[config.mk]
export PLATFORM = sky130hd
export DESIGN_NAME = trace_cmp_top
export DESIGN_NICKNAME = d
export VERILOG_FILES = /design/src/rtl/trc_pkg.sv /design/src/rtl/trc_join.sv /design/src/rtl/trc_judge.sv /design/src/rtl/trc_satcnt.sv /design/src/rtl/trace_cmp_top.sv
export SDC_FILE = /design/constraint.sdc
export NUM_CORES = 1
export LEC_CHECK = 0
export ABC_AREA = 1
export BUFFER_PORTS_ARGS = -buffer_cell sky130_fd_sc_hd__clkbuf_2
export CAP_MARGIN = 20
export CORE_MARGIN = 4
export CORE_UTILIZATION = 40
export CTS_CLUSTER_DIAMETER = 80
export CTS_CLUSTER_SIZE = 40
export DETAILED_ROUTE_END_ITERATION = 6
export PLACE_DENSITY = 0.66
export SYNTH_ARGS = -nofsm -noshare
export SYNTH_HDL_FRONTEND = slang
export SYNTH_SLANG_ARGS = --single-unit
[constraint.sdc]
create_clock -name clk -period 6.7 [get_ports clk]
set_clock_uncertainty 0.15 [all_clocks]
set_input_delay 0.335 -clock clk [delete_from_list [all_inputs] [get_ports clk]]
set_output_delay 0.335 -clock clk [all_outputs]
set_load 0.01 [all_outputs]
[src/rtl/trc_pkg.sv]
package trc_pkg;
  localparam int STAMP_W = 32;
  localparam int TOL_W   = 16;
  localparam int EVT_W   = 2;

  typedef enum logic [EVT_W-1:0] {
    EV_PIPE      = 2'd0,
    EV_MEM_ENQ   = 2'd1,
    EV_MEM_DEQ   = 2'd2,
    EV_SPARE     = 2'd3
  } trc_evt_e;

  // Distance between two stamps, no wraparound.
  function automatic logic [STAMP_W-1:0] stamp_gap(input logic [STAMP_W-1:0] x,
                                                   input logic [STAMP_W-1:0] y);
    if (x >= y) return x - y;
    else        return y - x;
  endfunction

  function automatic logic gap_too_wide(input logic [STAMP_W-1:0] gap,
                                        input logic [TOL_W-1:0]   tol);
    return gap > {{(STAMP_W-TOL_W){1'b0}}, tol};
  endfunction
endpackage

[src/rtl/trc_join.sv]
module trc_join (
  input  logic m_valid,
  input  logic r_valid,
  input  logic halt,
  output logic m_ready,
  output logic r_ready,
  output logic fire
);
  assign m_ready = r_valid & ~halt;
  assign r_ready = m_valid & ~halt;
  assign fire    = m_valid & r_valid & ~halt;
endmodule

[src/rtl/trc_judge.sv]
module trc_judge
  import trc_pkg::*;
#(
  parameter int PC_W = 16
) (
  input  logic [TOL_W-1:0]   tol,
  input  logic               m_eot,
  input  logic [STAMP_W-1:0] m_stamp,
  input  logic [PC_W-1:0]    m_pc,
  input  logic [EVT_W-1:0]   m_evt,
  input  logic               r_eot,
  input  logic [STAMP_W-1:0] r_stamp,
  input  logic [PC_W-1:0]    r_pc,
  input  logic [EVT_W-1:0]   r_evt,
  output logic               pc_bad,
  output logic               time_bad,
  output logic               len_bad,
  output logic               both_end,
  output logic               any_bad,
  output logic [EVT_W-1:0]   rep_evt
);
  logic               both_data;
  logic [STAMP_W-1:0] gap;

  assign both_data = ~m_eot & ~r_eot;
  assign both_end  = m_eot & r_eot;
  assign gap       = stamp_gap(m_stamp, r_stamp);
  assign pc_bad    = both_data & (m_pc != r_pc);
  assign time_bad  = both_data & gap_too_wide(gap, tol);
  assign len_bad   = m_eot ^ r_eot;
  assign any_bad   = pc_bad | time_bad | len_bad;
  assign rep_evt   = r_eot ? m_evt : r_evt;
endmodule

[src/rtl/trc_satcnt.sv]
module trc_satcnt #(
  parameter int W = 16
) (
  input  logic         clk,
  input  logic         rst,
  input  logic         inc,
  output logic [W-1:0] cnt,
  output logic         at_max
);
  localparam logic [W-1:0] TOP = '1;
  assign at_max = (cnt == TOP);
  always_ff @(posedge clk) begin
    if (rst)                cnt <= '0;
    else if (inc && !at_max) cnt <= cnt + 1'b1;
  end
endmodule

[src/rtl/trace_cmp_top.sv]
module trace_cmp_top
  import trc_pkg::*;
#(
  parameter int PC_W  = 16,
  parameter int IDX_W = 16,
  parameter int CNT_W = 16
) (
  input  logic               clk,
  input  logic               rst,
  input  logic [TOL_W-1:0]   tol_i,
  input  logic               m_valid,
  output logic               m_ready,
  input  logic               m_eot,
  input  logic [STAMP_W-1:0] m_stamp,
  input  logic [PC_W-1:0]    m_pc,
  input  logic [EVT_W-1:0]   m_evt,
  input  logic               r_valid,
  output logic               r_ready,
  input  logic               r_eot,
  input  logic [STAMP_W-1:0] r_stamp,
  input  logic [PC_W-1:0]    r_pc,
  input  logic [EVT_W-1:0]   r_evt,
  output logic               vio_valid,
  output logic [IDX_W-1:0]   vio_idx,
  output logic               vio_pc_bad,
  output logic               vio_time_bad,
  output logic               vio_len_bad,
  output logic [EVT_W-1:0]   vio_evt,
  output logic [CNT_W-1:0]   vio_count,
  output logic               done
);
  // named internal events
  logic             fire;
  logic             pc_bad, time_bad, len_bad, both_end, any_bad;
  logic [EVT_W-1:0] rep_evt;
  logic             cnt_full;
  logic             bump;
  logic             finish;
  logic [IDX_W-1:0] pair_idx;

  trc_join u_join (
    .m_valid (m_valid),
    .r_valid (r_valid),
    .halt    (done),
    .m_ready (m_ready),
    .r_ready (r_ready),
    .fire    (fire)
  );

  trc_judge #(.PC_W(PC_W)) u_judge (
    .tol      (tol_i),
    .m_eot    (m_eot),
    .m_stamp  (m_stamp),
    .m_pc     (m_pc),
    .m_evt    (m_evt),
    .r_eot    (r_eot),
    .r_stamp  (r_stamp),
    .r_pc     (r_pc),
    .r_evt    (r_evt),
    .pc_bad   (pc_bad),
    .time_bad (time_bad),
    .len_bad  (len_bad),
    .both_end (both_end),
    .any_bad  (any_bad),
    .rep_evt  (rep_evt)
  );

  assign bump   = fire & any_bad;
  assign finish = fire & (len_bad | both_end);

  trc_satcnt #(.W(CNT_W)) u_cnt (
    .clk    (clk),
    .rst    (rst),
    .inc    (bump),
    .cnt    (vio_count),
    .at_max (cnt_full)
  );

  always_ff @(posedge clk) begin
    if (rst) begin
      vio_valid    <= 1'b0;
      vio_idx      <= '0;
      vio_pc_bad   <= 1'b0;
      vio_time_bad <= 1'b0;
      vio_len_bad  <= 1'b0;
      vio_evt      <= '0;
      done         <= 1'b0;
      pair_idx     <= '0;
    end else begin
      vio_valid <= bump;
      if (bump) begin
        vio_idx      <= pair_idx;
        vio_pc_bad   <= pc_bad;
        vio_time_bad <= time_bad;
        vio_len_bad  <= len_bad;
        vio_evt      <= rep_evt;
      end
      if (finish)    done     <= 1'b1;
      else if (fire) pair_idx <= pair_idx + 1'b1;
    end
  end
endmodule

======== Yosys cells after proc, flatten, opt, wreduce, memory -nomap -nowiden ========
Index checks and enable logic that the tools add are counted.
storage, ports and cells
  word-level logic and storage cells ...... 40
  flip-flop bits (word level) ............. 55
operators by class
  bitwise logic cells ..................... 18
  magnitude comparators ................... 2
  reductions and logical operators ........ 3
  add/sub/neg operators ................... 4
  equality and inequality tests ........... 2
  mux-type cells .......................... 2
operators with widths
  operator                                       number
  subtractor 32 bit                              2
  adder 16 x 1 -> 16 bit, second input constant  2
  greater-or-equal comparator 32 bit             1
  greater-than comparator 32 x 16 -> 1 bit       1
  two-way mux 32 bit                             1
  equality test 16 bit, second input constant    1
  != test 16 bit                                 1
  bitwise AND 1 bit                              10
  inverter 1 bit                                 4
  bitwise OR 1 bit                               3
  two-way mux 2 bit                              1
  AND reduction 2 bit                            1
  logical AND 1 bit                              1
  zero test 1 bit                                1
  bitwise XOR 1 bit                              1

======== Depth between registers and ports, before layout ========
  word-level depth ........................ 8
  mapped depth ............................ 39

======== Modules after synthesis ========
From an unflattened synthesis, not the netlist that was laid out.
unflattened totals
  cell total of the unflattened synthesis .. 1459
  area total of the unflattened synthesis .. 8081.5 um^2
modules (own cells, without submodules)
  module         cells an instance  area each (um^2)  instances
  trc_judge      1089               5434.0            1
  trace_cmp_top  218                1637.8            1
  trc_satcnt     146                984.7             1
  trc_join       6                  25.0              1

======== Least setup slack after synthesis ========
Ideal clock, no wire load.
  kind .................................... input to register
  from .................................... input m_stamp[0]
  to ...................................... register u_cnt.cnt[0]
  path slack .............................. 2.417 ns
  data arrival time ....................... 4.018 ns
  data required time ...................... 6.435 ns
  path buffers ............................ 4
  stages .................................. 35
  cells stage by stage .................... inv_1 -> ha_1 -> inv_1 -> fa_1 -> nand2_1 -> nand2_1 -> nand2_1 -> nand2_1 -> nand2_1 -> nand3_2 -> nand2_2 -> nand2_4 -> buf_6 -> buf_2 -> clkbuf_1 -> o21ai_0 -> xor2_1 -> inv_1 -> ha_1 -> nand2_1 -> inv_1 -> nand3_1 -> nor3_1 -> nand3_1 -> nand2_1 -> nand2_1 -> clkinv_1 -> nand3_1 -> nor2_1 -> nand2_1 -> nand2_2 -> nand2_4 -> buf_2 -> a21oi_1 -> nor2_1
on the way
  cells in the longest elaborated chain, start to end .. 8
  elaborated cells between the ends (all ways) .. 10
RTL lines
  what                                          RTL line             RTL
  start, declared                               trace_cmp_top.sv:14  input logic [STAMP_W-1:0] m_stamp,
  subtractor 32 bit (tied with other cells)     trc_pkg.sv:17        else return y - x;
  two-way mux 32 bit (*)                        trc_pkg.sv:16        if (x >= y) return x - y;
  greater-than comparator 32 x 16 -> 1 bit (*)  trc_pkg.sv:22        return gap > {{(STAMP_W-TOL_W){1'b0}}, tol};
  bitwise AND 1 bit (*)                         trc_judge.sv:29      assign time_bad = both_data & gap_too_wide(gap, tol);
  bitwise OR 1 bit (*) (2 in series)            trc_judge.sv:31      assign any_bad = pc_bad | time_bad | len_bad;
  bitwise AND 1 bit (*)                         trace_cmp_top.sv:68  assign bump = fire & any_bad;
  logical AND 1 bit (*)                         trc_satcnt.sv:14     else if (inc && !at_max) cnt <= cnt + 1'b1;
  end signal, assigned                          trc_satcnt.sv:14
  end, declared                                 trc_satcnt.sv:7      output logic [W-1:0] cnt,
Mark *: on every way between the ends. The rest lies on a longest branch, timed or not.
A chain may end at the register's enable or synchronous reset.

======== Worst setup path in the final report ========
  from .................................... input m_stamp[0]
  to ...................................... register u_cnt.cnt[11]
Same word-level chain as after synthesis.

==> metrics.cfg <==
[setup_path]
worstPathRequired_ns = 6.77
critical_path_class = input port to register
cp-start-kind = input port
max_stage_delay_ns = 0.45
cpMostUsedCell = nand2_1
cp-end-kind = register
critPathMaxFanout = 42
crit_path_top_delay_cell = fa_1
cp.arrival_ns = 5.09

[clocking]
ctsHtreeMaxLevel = 2
clkSinkCount = 55
cts_resized = 0
clkLatencyLatePin_ns = 0.30
cts_tree = yes
cts.clk_slew.worst_paths_ns = 0.07
cts_setup_buffers = 0
root_buffer = clkbuf_16
cts_buffers = 5
cts_hold_buf = 0
cts.path.max_buffers = 2

[synthesis]
synth-warning-count = 0
yosys-top-cells-count = nand2_1 (530), inv_1 (296), nand3_1 (108)
yosysMostFrequentCell = nand2_1
seq_area_frac_synth = 0.140
synthDistinctLibCells = 41
syn_inst = 1446
synth_area_um2 = 7860
synth_top_area_cell = nand2_1
synth_top_family_by_area = simple AND/OR/NAND/NOR gates
synth.area.top_cells = nand2_1 (25%), inv_1 (14%), dfxtp_1 (14%)
synth_edf_count = 0
synth_xor_area_frac = 0.0446
synthAdderAreaFrac = 0.136
synth-compound-area-share = 0.0977
synthMuxAreaShare = 0.00255
syn_nets = 1652
syn_avg_cell_area_um2 = 5.44
synthSimpleGateAreaFrac = 0.415
synth_top_area_share = 0.253
synth-seq-cells = 55
async_flop_share = 0
ys.flop_type = dfxtp_1

[timing]
holdWs_ns = 0.207
tns_ns = 0
fmax_ghz = 0.199
maxSlewViolCount = 0
rsz0062_at_grt = no
period_minus_slack_ns = 5.03
relSlewSlack = 0.484
tightest_slew_ns = 0.774
finalHoldViolations = 0
setup_viol = 0
finalCritPeriodShare = 0.750

[routing]
wl_per_cell_um = 12.4
drc = 0
drt_iter0_markers = 566
vias_per_cell = 4.71
first_pass_iters = 7
vias = 8750
wl_um = 23100
drtAntennaViolNets = 0

[pwr]
leakagePower_uw = 0.00531
fin_total_pwr_uw = 1200
peakVddDrop_mv = 0.0983
powerDensity_nw_per_um2 = 133

[placed_design]
dpl.hpwl_um = 20000
gp_congestion = 0.966
dp_cells = 1851
postPlaceCellArea_um2 = 8870
io_buffers = 162

[layout]
final_area_um2 = 9020
area_growth_pct = 14.7
finalNonFillerCells = 1859
final_net_count = 1799
num_antenna_cells = 0
drive_above_1_share = 0.125
fill_cells = 2242

[die]
start_util = 0.405
die_w_um = 148
die_h_um = 148
fp.dieArea_um2 = 22000
core_area_um2 = 19400
io_pins = 163
row_count = 51

[global_route]
grt_overflow = 0
antenna_found_initial = 0
grt_pass1_wl_um = 38100
grt_pass1_vias = 8109
grt_max_degree = 43
grt_usage = 0.207

[job]
maxCapViolCount = 0

[status]
status = completed

[min_path]
hold_path.class = input port to register

-- worst max-delay path, delay by kind of cell --
| kind | cells | cell delay (ns) |
|---|---|---|
| compound gates | 2 | 0.23 |
| xor+xnor | 1 | 0.16 |
| fa+ha+maj | 3 | 0.86 |
| buf+inv | 6 | 0.61 |
| simple gates | 21 | 2.88 |
-- registers in the layout, summed over array words and instances, names as in the netlist --
| register | count |
|---|---|
| done | 1 |
| u_cnt.cnt | 16 |
| pair_idx | 16 |
| vio_evt | 2 |
| vio_pc_bad | 1 |
| vio_idx | 16 |
| vio_len_bad | 1 |
| vio_time_bad | 1 |
| vio_valid | 1 |
-- power by group --
group / leakage, uW / internal, uW / switching (uW)
Clock: 0.0000664 / 140 / 125
Combinational: 0.00480 / 212 / 384
Sequential: 0.000444 / 331 / 3.43
Total: 0.00531 / 683 / 513
-- logic make-up after synthesis --
| family | count (synthesis) |
|---|---|
| xor gates and xnor gates | 40 |
| and+or+nand+nor | 792 |
| DFF | 55 |
| muxes | 2 |
| buffers and inverters | 329 |
| adders and majority gates | 84 |
| AOI/OAI and AO/OA | 144 |
-- per-layer routing --
metal	GRT usage	wire [um]	up-vias
met5	0	0	-
met4	0.0531	504	0
met3	0.0183	1210	45
met2	0.353	10600	236
met1	0.283	10800	3766
li1	-	-	4703
-- placed cells by master, fill, tap and decap left out, types with 2 or more instances in the layout --
cell        Yosys  final
clkinvlp_4      0      2
nor3_2          2      2
a21oi_1       103    103
nand2_1       530    530
o21ai_0        25     25
ha_1           82     82
nor4_1          4      4
inv_2           9      9
xnor2_1        20     20
nand2_4         3      3
nand2_2         8      8
dfxtp_1        55     55
a31oi_1         2      2
inv_1         296    296
nand3_1       108    108
clkbuf_16       0      5
clkbuf_2        0    162
mux2i_1         2      2
nor3_1         14     14
nand3b_1        6      6
fa_1            2      2
nor3b_1         3      3
nor2_1        101    101
nor2_2          2      2
nand4_1         8      8
xor2_1         20     20
o21bai_1        6      6
-- layout make-up --
type / count / area, um^2 / area share
flip-flops and latches: 55 / 1100 / 0.122
clock buffers: 5 / 125 / 0.0139
well taps: 265 / 332 / 0.0368
inverters: 307 / 1150 / 0.128
repair buffers: 162 / 811 / 0.0899
multi-input cells: 1062 / 5470 / 0.607
clock inverters: 3 / 23.8 / 0.00264
-- through the flow --
stage | worst slack [ns] | utilization
final | 1.67 | 0.465
after detailed placement | 1.40 | 0.457
after CTS | 1.70 | 0.465
after global routing | 1.10 | 0.465
after floorplan | 2.42 | -
after global placement | 1.46 | 0.457
-- worst paths after layout --
kind                     start       endpoint  slack [ns]  depth (start not counted)
setup / recovery    m_stamp[0]  u_cnt.cnt[11]        1.67                         33
hold / removal        r_evt[0]     vio_evt[0]        0.21                          5
setup reg to reg          done   pair_idx[15]        4.06                         15
hold reg to reg   pair_idx[14]    vio_idx[14]        0.31                          2
Note: power is estimated with default switching activity, not from simulation.
